### src/rtl/sar_pkg.sv
// Shared types for the conversion sequencer.
// Assumes: consumers compare phases only for equality.
package sar_pkg;
    typedef enum logic [1:0] {
        PH_IDLE   = 2'd0,
        PH_SAMPLE = 2'd1,
        PH_TRIAL  = 2'd2,
        PH_PAD    = 2'd3
    } sar_phase_t;
endpackage

### src/rtl/sar_tick_gen.sv
// Converter clock enable. It produces one tick per converter period: on every
// system cycle, or on every second one when the slow rate was chosen at start.
// Assumes: start_acc only occurs while run is low.
module sar_tick_gen (
    input  logic clk,
    input  logic rst_n,
    input  logic start_acc,
    input  logic run,
    input  logic div_sel,
    output logic tick
);
    logic div_q;
    logic ph_q;

    // Latch the rate at start and toggle the divider phase while running.
    always_ff @(posedge clk) begin
        if (!rst_n) begin
            div_q <= 1'b0;
            ph_q  <= 1'b0;
        end else if (start_acc) begin
            div_q <= div_sel;
            ph_q  <= 1'b0;
        end else if (run) begin
            ph_q  <= ~ph_q;
        end
    end

    assign tick = run & (~div_q | ph_q);

    AST_HALF_RATE: assert property (@(posedge clk) disable iff (!rst_n)
        (run && div_q && tick) |=> !tick);
endmodule

### src/rtl/sar_frame_ctl.sv
// Frame timing. It counts converter periods across the frame, tracks the
// sampling, trial and padding phases, and flags the end of each trial slot
// and the end of the frame.
// Assumes: FRAME_LEN >= SAMPLE_LEN + RES_BITS * slot length.
module sar_frame_ctl
    import sar_pkg::*;
#(
    parameter int RES_BITS   = 8,
    parameter int FRAME_LEN  = 160,
    parameter int SAMPLE_LEN = 12
) (
    input  logic       clk,
    input  logic       rst_n,
    input  logic       start_acc,
    input  logic       tick,
    output logic       busy,
    output sar_phase_t phase,
    output logic       trial_end,
    output logic       frame_end
);
    localparam int SLOT_LEN = (FRAME_LEN - SAMPLE_LEN) / RES_BITS;
    localparam int CNT_W    = $clog2(FRAME_LEN);
    localparam int SLOT_W   = $clog2(SLOT_LEN);
    localparam int IDX_W    = $clog2(RES_BITS + 1);

    logic [CNT_W-1:0]  cnt_q;
    logic [SLOT_W-1:0] slot_q;
    logic [IDX_W-1:0]  idx_q;

    // Pick the phase from the frame position and the completed trial count.
    always_comb begin
        if (!busy)                                phase = PH_IDLE;
        else if (cnt_q < CNT_W'(SAMPLE_LEN))      phase = PH_SAMPLE;
        else if (idx_q < IDX_W'(RES_BITS))        phase = PH_TRIAL;
        else                                      phase = PH_PAD;
    end

    assign frame_end = tick & (cnt_q == CNT_W'(FRAME_LEN - 1));
    assign trial_end = tick & (phase == PH_TRIAL) & (slot_q == SLOT_W'(SLOT_LEN - 1));

    // Hold busy from the accepted start to the last period of the frame.
    always_ff @(posedge clk) begin
        if (!rst_n)         busy <= 1'b0;
        else if (start_acc) busy <= 1'b1;
        else if (frame_end) busy <= 1'b0;
    end

    // Advance the frame position once per converter period.
    always_ff @(posedge clk) begin
        if (!rst_n || start_acc) cnt_q <= '0;
        else if (tick)           cnt_q <= cnt_q + 1'b1;
    end

    // Step through the trial slots and count the trials that have finished.
    always_ff @(posedge clk) begin
        if (!rst_n || start_acc) begin
            slot_q <= '0;
            idx_q  <= '0;
        end else if (trial_end) begin
            slot_q <= '0;
            idx_q  <= idx_q + 1'b1;
        end else if (tick && phase == PH_TRIAL) begin
            slot_q <= slot_q + 1'b1;
        end
    end

    AST_FRAME_HOLD: assert property (@(posedge clk) disable iff (!rst_n)
        (busy && !frame_end) |=> busy);
    AST_TRIALS_BEFORE_END: assert property (@(posedge clk) disable iff (!rst_n)
        frame_end |-> (phase == PH_PAD));
endmodule

### src/rtl/sar_bit_reg.sv
// Successive-approximation register. A one-hot mask walks from the MSB down.
// At the end of each slot the masked bit is kept when the comparator says the
// input is at or above the trial code.
// Assumes: trial_end pulses exactly RES_BITS times per conversion.
module sar_bit_reg #(
    parameter int RES_BITS = 8
) (
    input  logic                clk,
    input  logic                rst_n,
    input  logic                start_acc,
    input  logic                trial_on,
    input  logic                trial_end,
    input  logic                cmp_in,
    output logic [RES_BITS-1:0] code,
    output logic [RES_BITS-1:0] value
);
    logic [RES_BITS-1:0] mask_q;
    logic [RES_BITS-1:0] acc_q;

    // Reload at start, then settle one bit per trial.
    always_ff @(posedge clk) begin
        if (!rst_n) begin
            mask_q <= '0;
            acc_q  <= '0;
        end else if (start_acc) begin
            mask_q <= {1'b1, {(RES_BITS-1){1'b0}}};
            acc_q  <= '0;
        end else if (trial_end) begin
            if (cmp_in) acc_q <= acc_q | mask_q;
            mask_q <= mask_q >> 1;
        end
    end

    assign code  = trial_on ? (acc_q | mask_q) : '0;
    assign value = acc_q;

    AST_MASK_ONEHOT: assert property (@(posedge clk) disable iff (!rst_n)
        $onehot0(mask_q));
endmodule

### src/rtl/sar_adc_seq.sv
// Top of the conversion sequencer. It accepts start requests only while idle,
// latches the channel, runs the fixed frame and publishes the result together
// with a one-cycle done pulse.
// Assumes: cmp_in settles within one converter period of a dac_code change.
module sar_adc_seq
    import sar_pkg::*;
#(
    parameter int RES_BITS   = 8,
    parameter int CH_BITS    = 3,
    parameter int FRAME_LEN  = 160,
    parameter int SAMPLE_LEN = 12
) (
    input  logic                clk,
    input  logic                rst_n,
    input  logic                start,
    input  logic [CH_BITS-1:0]  chan_sel,
    input  logic                slow_clk_sel,
    input  logic                cmp_in,
    output logic [CH_BITS-1:0]  mux_sel,
    output logic                sample_en,
    output logic [RES_BITS-1:0] dac_code,
    output logic [RES_BITS-1:0] result,
    output logic                busy,
    output logic                done
);
    logic                start_acc;
    logic                tick;
    logic                trial_end;
    logic                frame_end;
    sar_phase_t          phase;
    logic [RES_BITS-1:0] value;

    assign start_acc = start & ~busy;

    sar_tick_gen u_tick (
        .clk       (clk),
        .rst_n     (rst_n),
        .start_acc (start_acc),
        .run       (busy),
        .div_sel   (slow_clk_sel),
        .tick      (tick)
    );

    sar_frame_ctl #(
        .RES_BITS   (RES_BITS),
        .FRAME_LEN  (FRAME_LEN),
        .SAMPLE_LEN (SAMPLE_LEN)
    ) u_frame (
        .clk       (clk),
        .rst_n     (rst_n),
        .start_acc (start_acc),
        .tick      (tick),
        .busy      (busy),
        .phase     (phase),
        .trial_end (trial_end),
        .frame_end (frame_end)
    );

    sar_bit_reg #(
        .RES_BITS (RES_BITS)
    ) u_bits (
        .clk       (clk),
        .rst_n     (rst_n),
        .start_acc (start_acc),
        .trial_on  (phase == PH_TRIAL),
        .trial_end (trial_end),
        .cmp_in    (cmp_in),
        .code      (dac_code),
        .value     (value)
    );

    assign sample_en = (phase == PH_SAMPLE);

    // Capture the channel only when a start is accepted.
    always_ff @(posedge clk) begin
        if (!rst_n)         mux_sel <= '0;
        else if (start_acc) mux_sel <= chan_sel;
    end

    // Publish the result and the done pulse at the end of the frame.
    always_ff @(posedge clk) begin
        if (!rst_n) begin
            result <= '0;
            done   <= 1'b0;
        end else begin
            done <= frame_end;
            if (frame_end) result <= value;
        end
    end

    AST_DONE_PULSE: assert property (@(posedge clk) disable iff (!rst_n)
        done |=> !done);
    AST_RESULT_HOLD: assert property (@(posedge clk) disable iff (!rst_n)
        (!done && $past(rst_n)) |-> $stable(result));
    AST_START_IGNORED: assert property (@(posedge clk) disable iff (!rst_n)
        (busy && start) |=> $stable(mux_sel));
    AST_SAMPLE_IN_BUSY: assert property (@(posedge clk) disable iff (!rst_n)
        sample_en |-> busy);
endmodule

### config.mk
export PLATFORM = sky130hd
export DESIGN_NAME = sar_adc_seq
export DESIGN_NICKNAME = d
export VERILOG_FILES = /design/src/rtl/sar_pkg.sv /design/src/rtl/sar_tick_gen.sv /design/src/rtl/sar_frame_ctl.sv /design/src/rtl/sar_bit_reg.sv /design/src/rtl/sar_adc_seq.sv
export SDC_FILE = /design/constraint.sdc
export NUM_CORES = 1
export LEC_CHECK = 0
export ABC_AREA = 0
export BUFFER_PORTS_ARGS = -buffer_cell sky130_fd_sc_hd__buf_2
export CORE_MARGIN = 5
export CORE_UTILIZATION = 40
export CTS_BUF_LIST = sky130_fd_sc_hd__clkbuf_8
export DETAILED_ROUTE_END_ITERATION = 12
export PLACE_DENSITY_LB_ADDON = 0.12
export SYNTH_ARGS = -nofsm -noshare
export SYNTH_HDL_FRONTEND = slang
export SYNTH_SLANG_ARGS = --single-unit
### constraint.sdc
create_clock -name clk -period 1.57 [get_ports clk]
set_clock_uncertainty 0.05 [all_clocks]
set_input_delay 0.157 -clock clk [delete_from_list [all_inputs] [get_ports clk]]
set_output_delay 0.157 -clock clk [all_outputs]
set_load 0.05 [all_outputs]
==> results.json <==
{
  "dieArea_um2": 6930,
  "critPathMaxFanout": 4,
  "fillers": 454,
  "grt_pass1_vias": 1793,
  "vdd_drop_max_uv": 367,
  "clock-root-buffer": "clkbuf_8",
  "grt_pass1_wl_um": 8780,
  "cp_data_arrival_time_ns": 1.46,
  "ys_ff_latch": 48,
  "hold_class": "in -> reg",
  "dr.first_iter.drc_count": 120,
  "firstDrtPassIters": 4,
  "violations": "setup timing",
  "synth_area_leaders": "dfxtp_1 45%, nand3_1 5.8%, a21boi_0 4.6%",
  "placedInstanceArea_um2": 2530,
  "final_area_um2": 2880,
  "synth_warnings": 0,
  "cts_tree": "done",
  "hold_depth": 3,
  "synth_top_cell_area_share": 0.448,
  "vias": 1899,
  "r2r_start": "u_frame.cnt_q[4]",
  "track_usage": 0.149,
  "diodes": 0,
  "avgSynthCellArea_um2": 9.28,
  "die_h_um": 83.2,
  "synthCells": 231,
  "synth_cell_types": 41,
  "cts.sinks": 48,
  "min_period_ns": 1.67,
  "regArea_um2": 971,
  "ant_nets": 0,
  "final_util": 0.556,
  "synth_edf_count": 0,
  "synth_flop_cell": "dfxtp_1",
  "gp_congestion": 0.820,
  "min_to": "mux_sel[1]",
  "routed_wl_um": 5110,
  "grt_overflow": 0,
  "power_leakage_nw": 1.05,
  "r2r-end": "u_frame.slot_q[4]",
  "syn_area_um2": 2140,
  "final-hold-violation-count": 0,
  "clockBufferDepth": 2,
  "nets": 297,
  "post-place-ws_ns": -0.0239,
  "powerDensity_nw_per_um2": 761,
  "rsz0062_at_grt": "true",
  "cts.clk_slew.worst_paths_ns": 0.09,
  "num_rows": 26,
  "vias_per_cell": 5.33,
  "outcome": "finished with violations",
  "setup_ws_ns": -0.0955,
  "ys_seq_area_frac": 0.448,
  "multi_input_area_um2": 1240,
  "dp_hpwl_um": 3520,
  "period_share": 1.06,
  "maxSlewViolCount": 0,
  "setup_viol_count_final": 12,
  "cp.required_ns": 1.36,
  "drc": 0,
  "port_buffers": 29,
  "drive_gt1_frac": 0.392,
  "post_drt_wl_per_cell_um": 14.4,
  "start_kind": "register",
  "worst_pin_slew_ns": 0.309,
  "die-width_um": 83.2,
  "min_from": "chan_sel[1]",
  "maxCapViolCount": 0,
  "reg2reg_slack_ns": -0.08,
  "antenna_found_initial": 0,
  "cp-end-kind": "output port",
  "core_um2": 5170,
  "fmax_mhz": 600,
  "r2r_cells": 5,
  "initial_core_util": 0.415,
  "maxSlewHeadroom": 0.793,
  "yosysTopAreaCell": "dfxtp_1",
  "cts_made_buffers": 5,
  "area_growth_syn_to_layout_pct": 34.2,
  "h-tree-depth": 2,
  "clock_latency_ns": 0.29,
  "syn-num-nets": 243,
  "ioPinCount": 30,
  "grt_start_max_net_pins": 22,
  "power_w": 0.00219,
  "async_flop_share": 0,
  "worstSetupPathType": "reg -> out"
}
-- registers in the layout, indices dropped and copies added, names as in the netlist --
name / count
result: 8
u_frame.busy: 1
u_bits.value: 8
u_bits.mask_q: 8
u_tick.ph_q: 1
u_frame.slot_q: 5
u_frame.idx_q: 4
done: 1
mux_sel: 3
u_tick.div_q: 1
u_frame.cnt_q: 8
-- area by class of cell --
class / instances / area share
tap: 70 / 0.0304
inverter: 3 / 0.00391
timing repair buffer: 60 / 0.163
clock buffer: 6 / 0.0287
clock inverter: 2 / 0.00522
multi-input combinational: 167 / 0.432
sequential: 48 / 0.337
-- Yosys cell counts (all sizes together) (2+ instances only) --
cell type and number:
nand2 15, and2 3, ha 4, dfxtp 48, nand3 25, o21ai 11
nor2 14, or4 4, a21boi 13, xnor2 3, nand4 3, or3 2
nor4 3, nor2b 2, o31ai 13, o21a 8, buf 4, a21oi 16
clkbuf 9, a22o 8, nand2b 2, xor2 5, inv 3, and3 4
-- critical path: stages (launching register included) --
cell and delay (ns):
dfxtp_1 0.35, nor2_2 0.05, a31o_4 0.24, nor2_4 0.12, buf_6 0.13, o21a_2 0.13, buf_6 0.15
-- metal layers --
| layer | up-vias | global-route usage | wire length (um) |
|---|---|---|---|
| met5 | - | 0 | 0 |
| met4 | 0 | 0.0490 | 48 |
| met3 | 4 | 0.0297 | 190 |
| met2 | 35 | 0.238 | 2380 |
| met1 | 906 | 0.201 | 2490 |
| li1 | 954 | - | - |
-- worst max path at each step --
stage               cells after the start        startpoint     endpoint
global route                            6  u_frame.cnt_q[3]  dac_code[5]
CTS                                     6  u_frame.cnt_q[5]  dac_code[6]
detailed placement                      6  u_frame.cnt_q[3]  dac_code[6]
floorplan                               5  u_frame.cnt_q[3]  dac_code[0]
global placement                        6  u_frame.cnt_q[3]  dac_code[1]
finish                                  6  u_frame.cnt_q[4]  dac_code[5]
-- cell families (layout without fill, tap and decap cells) --
group,count (synthesis),in the layout,share of synthesized area
simple gates,82,82,0.221
compound gates,73,73,0.237
flops,48,48,0.448
buf+inv,16,71,0.0373
xor+xnor,8,8,0.0327
fa+ha+maj,4,4,0.0233
-- per-stage QoR --
step / setup TNS [ns] / hold slack (ns) / instances
6_report: -0.903 / 0.0473 / 356
5_1_grt: -1.63 / 0.0549 / 356
4_1_cts: -0.902 / 0.0395 / 354
3_5_place_dp: -0.112 / 0.366 / 345
3_3_place_gp: -0.0521 / 0.357 / 345
2_1_floorplan: -0.336 / 0.252 / 231
-- where the power goes --
part           leakage [nW]  switching (W)  internal [W]  total, W
Clock                0.0434       0.000412      0.000357  0.000769
Combinational         0.618       0.000116     0.0000577  0.000174
Sequential            0.391      0.0000153       0.00123   0.00125
Total                  1.05       0.000544       0.00164   0.00219
-- placed cells by master (no fill, tap or decap), types with 4 or more instances in the layout --
cell / n
dfxtp_1: 42
buf_4: 26
nand3_1: 23
buf_2: 20
a21boi_0: 13
nand2_1: 12
a21oi_1: 12
o21ai_0: 11
nor2_1: 10
buf_6: 10
a22o_1: 8
o21a_2: 7
o31ai_1: 7
clkbuf_8: 6
xor2_1: 5
dfxtp_2: 5
o31ai_2: 4
or4_1: 4
a21oi_2: 4
ha_1: 4
buf_8: 4
-- repair_timing --
| item | CTS | global route |
|---|---|---|
| pin swaps | 1 | 0 |
| hold buffers | 0 | 0 |
| endpoints found under the setup margin | 10 | 38 |
| buffers inserted | 1 | 2 |
| gates resized for setup | 28 | 30 |
(Power assumes the default switching activity.)
